**src/rtl/cart_bank_mapper.sv**
```systemverilog
module cart_bank_mapper #(
  parameter int ROM_BANKS = 6,
  parameter int RAM_BANKS = 4,
  localparam int RBW    = $clog2(ROM_BANKS),
  localparam int MBW    = $clog2(RAM_BANKS),
  localparam int ROM_AW = RBW + 11,
  localparam int RAM_AW = MBW + 10
) (
  input  logic              clk,
  input  logic              rst_n,
  input  logic [12:0]       cpu_addr,
  input  logic              cpu_rw,
  input  logic [7:0]        cpu_data,
  output logic [ROM_AW-1:0] rom_addr,
  output logic              rom_rd,
  output logic [RAM_AW-1:0] ram_addr,
  output logic              ram_rd,
  output logic              ram_wr
);
  localparam logic [RBW-1:0] LAST = RBW'(ROM_BANKS - 1);

  logic [RBW-1:0] rom_bank;
  logic [MBW-1:0] ram_bank;
  logic           ram_mode;

  wire wr_cyc  = !cpu_rw;
  wire zp_hot  = !cpu_addr[12] && !cpu_addr[7] && !cpu_addr[6] && (cpu_addr[5:1] == 5'b11111);
  wire sel_rom = zp_hot && wr_cyc && cpu_addr[0];
  wire sel_ram = zp_hot && wr_cyc && !cpu_addr[0];
  wire upper   = cpu_addr[12] && cpu_addr[11];
  wire lower   = cpu_addr[12] && !cpu_addr[11];

  always_ff @(posedge clk or negedge rst_n) begin
    if (!rst_n) begin
      rom_bank <= '0;
      ram_bank <= '0;
      ram_mode <= 1'b0;
    end else if (sel_rom) begin
      rom_bank <= RBW'({1'b0, cpu_data} % 9'(ROM_BANKS));
      ram_mode <= 1'b0;
    end else if (sel_ram) begin
      ram_bank <= MBW'({1'b0, cpu_data} % 9'(RAM_BANKS));
      ram_mode <= 1'b1;
    end
  end

  assign rom_rd   = cpu_rw && (upper || (lower && !ram_mode));
  assign ram_rd   = cpu_rw && lower && ram_mode && !cpu_addr[10];
  assign ram_wr   = wr_cyc && lower && ram_mode && cpu_addr[10];
  assign rom_addr = {upper ? LAST : rom_bank, cpu_addr[10:0]};
  assign ram_addr = {ram_bank, cpu_addr[9:0]};
endmodule

```
**config.mk**
```make
export PLATFORM = sky130hd
export DESIGN_NAME = cart_bank_mapper
export DESIGN_NICKNAME = d
export VERILOG_FILES = /design/src/rtl/cart_bank_mapper.sv
export SDC_FILE = /design/constraint.sdc
export NUM_CORES = 1
export LEC_CHECK = 0
export ABC_AREA = 1
export BUFFER_PORTS_ARGS = -buffer_cell sky130_fd_sc_hd__buf_4
export CORE_UTILIZATION = 35
export CTS_CLUSTER_SIZE = 12
export DETAILED_ROUTE_END_ITERATION = 12
export GPL_TIMING_DRIVEN = 0
export PLACE_DENSITY_LB_ADDON = 0.25
export SLEW_MARGIN = 10
export SYNTH_ARGS = -nofsm -noshare
export SYNTH_HDL_FRONTEND = slang
export SYNTH_SLANG_ARGS = --single-unit
export TNS_END_PERCENT = 1
```
**constraint.sdc**
```tcl
create_clock -name clk -period 1.01 [get_ports clk]
set_input_delay 0.2525 -clock clk [delete_from_list [all_inputs] [get_ports clk]]
set_output_delay 0.2525 -clock clk [all_outputs]
set_load 0.03 [all_outputs]
```
== Yosys cells after proc, flatten, opt, wreduce, memory -nomap -nowiden ==
Cells that the tools add are included.

* Register bits after elaboration: 6
* Input bits: 24
* Output and inout bits: 29
* Word-level logic and storage cells: 36

* Divide/modulo/power cells: 1
* Equality and inequality tests: 1
* Mux-type cells: 3
* Bitwise logic cells: 1
* Reductions and logical operators: 27

{| class="wikitable"
|+ Operator list
! cell !! number
|-
| 1-bit logical AND || 16
|-
| 8-bit by 3-bit modulo with 9-bit output (second input constant) || 1
|-
| 1-bit logical NOT || 8
|-
| 5-bit == test (second input constant) || 1
|-
| 3-bit two-way mux || 1
|-
| 1-bit two-way mux || 2
|-
| 2-bit AND reduction || 1
|-
| 2-bit nonzero test || 1
|-
| 1-bit logical OR || 1
|-
| 1-bit NOT || 1
|}

== Depth between registers and ports, before layout ==
Gate-level depths: netlist of run 1.

* Depth in word-level cells: 8
* Gate-level depth with buffers: 20
* Depth with buffers taken out: 20

== Worst setup path after synthesis of run 1 ==
OpenSTA, ideal clock, no wires.

* Kind: input -> register
* Start point: input cpu_data[5]
* End point: register rom_bank[2]
* Library setup time: 0.116 ns
* Data arrival time: 1.565 ns
* Data required time: 0.894 ns
* Setup slack: -0.672 ns
* Stages on the path: 17
* Buffers on the path: 0
* Cells stage by stage: inv_1 -> nand3_1 -> nand2_2 -> inv_1 -> o21ai_2 -> nand2_2 -> o21ai_2 -> nand2_1 -> nand3_1 -> nand2_2 -> ha_1 -> inv_1 -> nand3_2 -> nor2_1 -> nor2_1 -> nand2_1 -> nand2_1

* Cells in the longest elaborated chain, start to end: 1

{| class="wikitable"
|+ Ends and longest elaborated chain
! item !! RTL line !! source
|-
| start: declaration || 13 || <nowiki>input logic [7:0] cpu_data,</nowiki>
|-
| 8-bit by 3-bit modulo with 9-bit output || 39 || <nowiki>rom_bank <= RBW'({1'b0, cpu_data} % 9'(ROM_BANKS));</nowiki>
|-
| end signal: assignment || 39 ||
|-
| end: declaration || 22 || <nowiki>logic [RBW-1:0] rom_bank;</nowiki>
|}

Every way passes these cells.
A chain may end at the register's enable or synchronous reset.

== Worst setup path in the final report of run 1 ==
Same ends and word-level chain as after synthesis.

==> results of run 1 <==
==> registers in the layout, summed over array words and instances (netlist names) <==
| name | flops |
|---|---|
| ram_mode | 1 |
| rom_bank | 3 |
| ram_bank | 2 |
==> cell type report <==
cell class                 instances  area share (%)
timing repair buffer              65            35.9
multi-input combinational         70            32.7
buffer                            21            10.5
sequential                         6            9.97
inverter                          23            7.23
tap                               27            2.24
clock buffer                       3            1.50
==> repair_timing <==
action	in CTS	in global routing
hold buffers	1	0
cloned	0	0
resized for setup	26	20
setup buffers	11	3
pin swaps	20	12
setup endpoints to repair	11	14
endpoints found under the hold margin	6	0
==> Yosys cell counts, drive strengths merged <==
library cell | instances | area [um2]
nor2 | 7 | 26.3
nor3 | 3 | 15.0
mux2 | 1 | 11.3
inv | 23 | 86.3
dfrtp | 6 | 150
nand3 | 14 | 80.1
nand4 | 3 | 18.8
buf | 21 | 158
nor4 | 1 | 6.26
ha | 1 | 12.5
o21bai | 1 | 11.3
nand2 | 33 | 136
and2 | 1 | 6.26
o21ai | 5 | 32.5
==> where the power goes <==
group | switching, mW | internal [mW] | total (mW) | leakage (nW)
Sequential | 0.00596 | 0.252 | 0.257 | 0.0782
Combinational | 0.379 | 0.356 | 0.734 | 0.721
Clock | 0.0841 | 0.134 | 0.218 | 0.0138
Total | 0.469 | 0.741 | 1.21 | 0.813
==> path summary, 6_finish.rpt <==
| kind | start | slack [ns] | cells after the start | to |
|---|---|---|---|---|
| min in group asynchronous | rst_n | 0.38 | 2 | rom_bank[2]$_DFFE_PN0P_ |
| max in group asynchronous | rst_n | 0.52 | 2 | ram_bank[0]$_DFFE_PN0P_ |
| worst max register to register | ram_bank[0]$_DFFE_PN0P_ | 0.25 | 1 | ram_bank[0]$_DFFE_PN0P_ |
| worst max-delay path | cpu_data[5] | -0.66 | 18 | rom_bank[2]$_DFFE_PN0P_ |
| worst min register to register | rom_bank[2]$_DFFE_PN0P_ | 0.48 | 2 | rom_bank[2]$_DFFE_PN0P_ |
| worst min-delay path | cpu_data[0] | 0.25 | 3 | rom_bank[0]$_DFFE_PN0P_ |
==> through the flow <==
| stage | hold WS, ns | utilization (%) | worst slack [ns] | instances |
|---|---|---|---|---|
| 2_1_floorplan | -0.0431 | - | -0.643 | 120 |
| 3_3_place_gp | 0.0617 | 60.9 | -0.907 | 197 |
| 5_1_grt | 0.275 | 76.0 | -0.787 | 215 |
| 6_report | 0.253 | 76.0 | -0.660 | 215 |
| 3_5_place_dp | 0.0617 | 60.9 | -0.979 | 197 |
| 4_1_cts | 0.245 | 71.7 | -0.593 | 212 |
==> kinds of logic after synthesis <==
group | synth area share (%)
AO/OA/AOI/OAI | 5.83
adder cells (fa/ha/maj) | 1.67
buffers and inverters | 32.5
flip-flops | 20.0
multiplexers | 1.50
AND/OR/NAND/NOR | 38.5
==> per-layer routing <==
| metal | track usage (%) | vias up |
|---|---|---|
| li1 | - | 492 |
| met1 | 19.7 | 432 |
| met2 | 37.6 | 48 |
| met3 | 4.72 | 6 |
| met4 | 8.82 | 0 |
| met5 | 0 | - |
==> tightest hold or removal path, delay by kind of cell <==
| family | cells | cell delay [ns] |
|---|---|---|
| AND/OR/NAND/NOR | 1 | 0.05 |
| buffers and inverters | 1 | 0.09 |
| AO/OA/AOI/OAI | 1 | 0.06 |
==> out/results.tsv, run 1 <==
metric	value	unit
status	finished, violations left	
failing checks	setup timing	
P per Cell Area	803	nW/um2
PortBufs	50	
ANT cells	0	
Worst VDD drop	0.567	mV
Routed Antenna Nets	0	
crit-path cells	buf_12 > inv_12 > nand3_4 > nand2_4 > inv_4 > o21ai_2 > nand2_2 > o21ai_2 > nand2_2 > nand3_2 > nand2_2 > ha_4 > inv_2 > nand3_2 > nor2_1 > nor2_1 > nand2_1 > nand2_1	
grt total ovfl	0	
drt wl/cell	11.0	um
initial antenna violation count	0	
Worst Tran Pin Value	0.252	ns
Layout Skew	0	ns
Yosys reg bits	6	
Startpoint Class	primary input	
number of global-route vias before repair	900	
Pre-antenna DRT Iters	4	
Cell variety after synth	18	
met2 WL post-DR	1.22	mm
Setup Viol. Count Final	11	
Worst Hold Class	primary input to register	
Multi-input gate area	493	um2
total of max-cap violations	0	
Core Area	1980	um2
ratio of cells with drive above 1 in the final layout	71.3	%
Global Route Usage Sum	19.6	%
register area	150	um2
Final nets	215	
Avg Cell Area, Syn	6.26	um2
RSZ-0062 raised after global routing	true	
CTS buffer count	3	
final critical-path share of the clock period	165	%
clock transition at the registers of the reported paths	0.04	ns
fin area	1510	um2
post-synthesis instance total	120	
crit-path max cell delay	0.18	ns
Setup TNS Final	-2.66	ns
Mapped Area	751	um2
DR WL met3	196	um
Top cell by count, worst path	nand2_2	
Period minus WS final	1.67	ns
Critical Path AT	1.81	ns
clock sinks	6	
Area after DPL	1210	um2
CTS H-tree lvls	1	
filler instances	152	
CP max FO	3	
syn_nets	145	
Ports	53	
Via Count	978	
M1 WL	892	um
Remaining DRCs	0	
Critical Path RT	1.15	ns
site row count	16	
starting density of the core	37.9	%
Crit Path Category	primary input to register	
Synth-to-Final Area Change	101	%
largest net degree at the start of global routing	7	
Worst-Skew Late Latency	0.24	ns
Top delay family on crit path	simple AND/OR/NAND/NOR gates	
DR top layer	met4	
CTS tree	done	
Die ar.	2330	um2
worst path buffer plus inverter count	4	
first-pass GRT wire length	3.62	mm
CP endpoint kind	register	
Peak Freq	0.599	GHz
drt total wl	2.37	mm
Slowest cell on crit path	o21ai_2	
final setup margin	-0.660	ns
YS warnings	0	
Power, Total	1.21	mW
max-slew violation count	0	
most frequent cells in the layout	74 x buf_4, 20 x nand2_1, 12 x inv_1	
Die Width	48.3	um
register area share after synthesis	20.0	%
routed vias/inst	4.55	
Die H	48.3	um
RePlAce Congestion	0.747	
Slew HR	83.1	%
initial drt markers	13	
clk buf depth	2	
Fin. Hold Viols	0	
static leakage	0.813	nW
commonest non-fill, non-tap cell in the layout	buf_4	
Root Driver	clkbuf_4	
Final HPWL DP	1.60	mm
Power figures use the tool's default switching activity.
==> run 2: changes to the inputs <==
clock period = 2.09 ns   (was 1.01 ns; I/O delays follow)
==> out/results.tsv, run 2 (same netlist as run 1, synthesis figures left out) <==
metric	value	unit	change
status	completed		was finished, violations left
drt total wl	1.87	mm	was 2.37 mm
Setup Viol. Count Final	0		was 11
Final HPWL DP	1.56	mm	was 1.60 mm
Crit Path Category	primary input to register		unchanged
Period minus WS final	2.01	ns	
Core Area	1980	um2	unchanged
Final Util	64.1	%	was 76.0%
Die H	48.3	um	unchanged
Peak Freq	0.498	GHz	
most frequent cells in the layout	75 x buf_4, 28 x nand2_1, 15 x inv_1		was 74 x buf_4, 20 x nand2_1, 12 x inv_1
Fin. Hold Viols	0		unchanged
Critical Path RT	2.23	ns	was 1.15 ns
register area	150	um2	unchanged
CP max FO	5		was 3
RePlAce Congestion	0.714		was 0.747
Die Width	48.3	um	unchanged
Via Count	913		was 978
site row count	16		unchanged
filler instances	178		was 152
Critical Path AT	2.14	ns	was 1.81 ns
largest net degree at the start of global routing	7		unchanged
clock sinks	6		unchanged
CP endpoint kind	register		unchanged
Global Route Usage Sum	16.7	%	was 19.6%
Layout Skew	0	ns	unchanged
Final nets	204		was 215
Worst Hold Class	primary input to async pin		was primary input to register
Power, Total	0.512	mW	was 1.21 mW
drt wl/cell	9.17	um	was 11.0 um
Worst-Skew Late Latency	0.24	ns	about the same
biggest regs	rom_bank: 3 flops, ram_bank: 2 flops, ram_mode: 1 flops		unchanged
total of max-cap violations	0		unchanged
first-pass GRT wire length	3.15	mm	was 3.62 mm
CTS H-tree lvls	1		unchanged
commonest non-fill, non-tap cell in the layout	buf_4		unchanged
Startpoint Class	primary input		unchanged
Die ar.	2330	um2	unchanged
Synth-to-Final Area Change	69.3	%	was 101%
Hold-fix buffers, CTS	0		was 1
number of global-route vias before repair	846		was 900
worst reg2reg path startpoint	ram_bank[0]$_DFFE_PN0P_		unchanged
initial antenna violation count	0		unchanged
initial drt markers	11		was 13
Top reg by flops	rom_bank		unchanged
Remaining DRCs	0		unchanged
Slew HR	78.3	%	was 83.1%
grt total ovfl	0		unchanged
CTS tree	done		unchanged
ratio of cells with drive above 1 in the final layout	58.8	%	was 71.3%
P per Cell Area	403	nW/um2	was 803 nW/um2
max-slew violation count	0		unchanged
Routed Antenna Nets	0		unchanged
ANT cells	0		unchanged
reg-to-reg endpoint	ram_bank[0]$_DFFE_PN0P_		unchanged
Root Driver	clkbuf_4		unchanged
Worst Tran Pin Value	0.324	ns	was 0.252 ns
PortBufs	50		unchanged
routed vias/inst	4.48		was 4.55
Worst VDD drop	0.274	mV	was 0.567 mV
Multi-input gate area	415	um2	was 493 um2
R2R cell count	1		unchanged
max FFs per register	3		unchanged
Pre-antenna DRT Iters	4		unchanged
Ports	53		unchanged
final critical-path share of the clock period	96.0	%	
clock transition at the registers of the reported paths	0.04	ns	about the same
CTS buffer count	3		unchanged
R2R Setup Slk	1.35	ns	was 0.25 ns
starting density of the core	37.9	%	unchanged
static leakage	0.732	nW	was 0.813 nW
clk buf depth	2		unchanged
==> run 2: cell count changes in the layout (fill, tap and decap cells not counted), moves of 2 or more <==
cell     delta
buf_6      -10
inv_1       +3
inv_4       -2
nand2_1     +8
nand2_2     -7
nand3_1     +4
nand3_2     -4
nor2_1      +2
nor3_1      +2
nor3_2      -2
==> run 2: layout make-up <==
class / instances / area share (%)
inverters: 23 / 6.79
well taps: 27 / 2.66
plain buffers: 21 / 12.4
multi-input cells: 70 / 32.7
clock buffers: 3 / 1.77
flip-flops and latches: 6 / 11.8
repair buffers: 54 / 31.9
==> run 2: critical path: stages <==
cell      delay (ns)
buf_4           0.11
inv_2           0.04
nand3_2         0.06
nand2_2         0.06
buf_4           0.14
o21bai_4        0.16
nand3_4         0.11
nand2_1         0.07
nand2_1         0.06
nand2_1         0.10
nand3_2         0.08
nand2_2         0.09
ha_2            0.17
inv_2           0.05
nand3_4         0.08
inv_2           0.04
nand2_2         0.06
nand2_1         0.06
nand2_1         0.05
nand2_1         0.05
==> run 2: metrics by stage <==
step | instance area (um2) | setup WS [ns] | TNS, ns | hold WS [ns] | std cells
floorplan | 757 | 0.138 | 0 | 0.227 | 120
global placement | 1170 | -0.0647 | -0.107 | 0.331 | 197
detailed placement | 1170 | -0.124 | -0.233 | 0.333 | 197
CTS | 1190 | 0.137 | 0 | 0.0708 | 200
global route | 1270 | -0.0293 | -0.0570 | 0.0653 | 204
finish | 1270 | 0.0827 | 0 | 0.0725 | 204
==> run 2: where the power goes <==
part	total, mW	internal, mW	switching [mW]
sequential	0.124	0.122	0.00214
clock	0.105	0.0648	0.0404
combinational	0.283	0.128	0.155
total	0.512	0.315	0.197
==> run 2: per-layer routing <==
metal  up-vias  track usage (%)  wire, um
li1        467                -         -
met5         -                0         0
met3         2             4.40       161
met1       406             16.6       698
met2        38             32.6       999
met4         0             5.88        12
==> run 2: how the worst max path moves through the flow <==
| stage | startpoint | to | slack (ns) | depth (start not counted) |
|---|---|---|---|---|
| after detailed placement | cpu_data[5] | rom_bank[2]$_DFFE_PN0P_ | -0.12 | 18 |
| final | cpu_data[5] | rom_bank[1]$_DFFE_PN0P_ | 0.08 | 20 |
| after global routing | cpu_data[5] | rom_bank[2]$_DFFE_PN0P_ | -0.03 | 18 |
| after floorplan | cpu_data[5] | rom_bank[2]$_DFFE_PN0P_ | 0.14 | 17 |
| after global placement | cpu_data[5] | rom_bank[2]$_DFFE_PN0P_ | -0.06 | 18 |
| after CTS | cpu_data[5] | rom_bank[2]$_DFFE_PN0P_ | 0.14 | 18 |
==> run 2: what timing repair did <==
item | CTS | global route
resized for setup | 0 | 16
buffers inserted | 0 | 4
setup endpoints to repair | 0 | 2
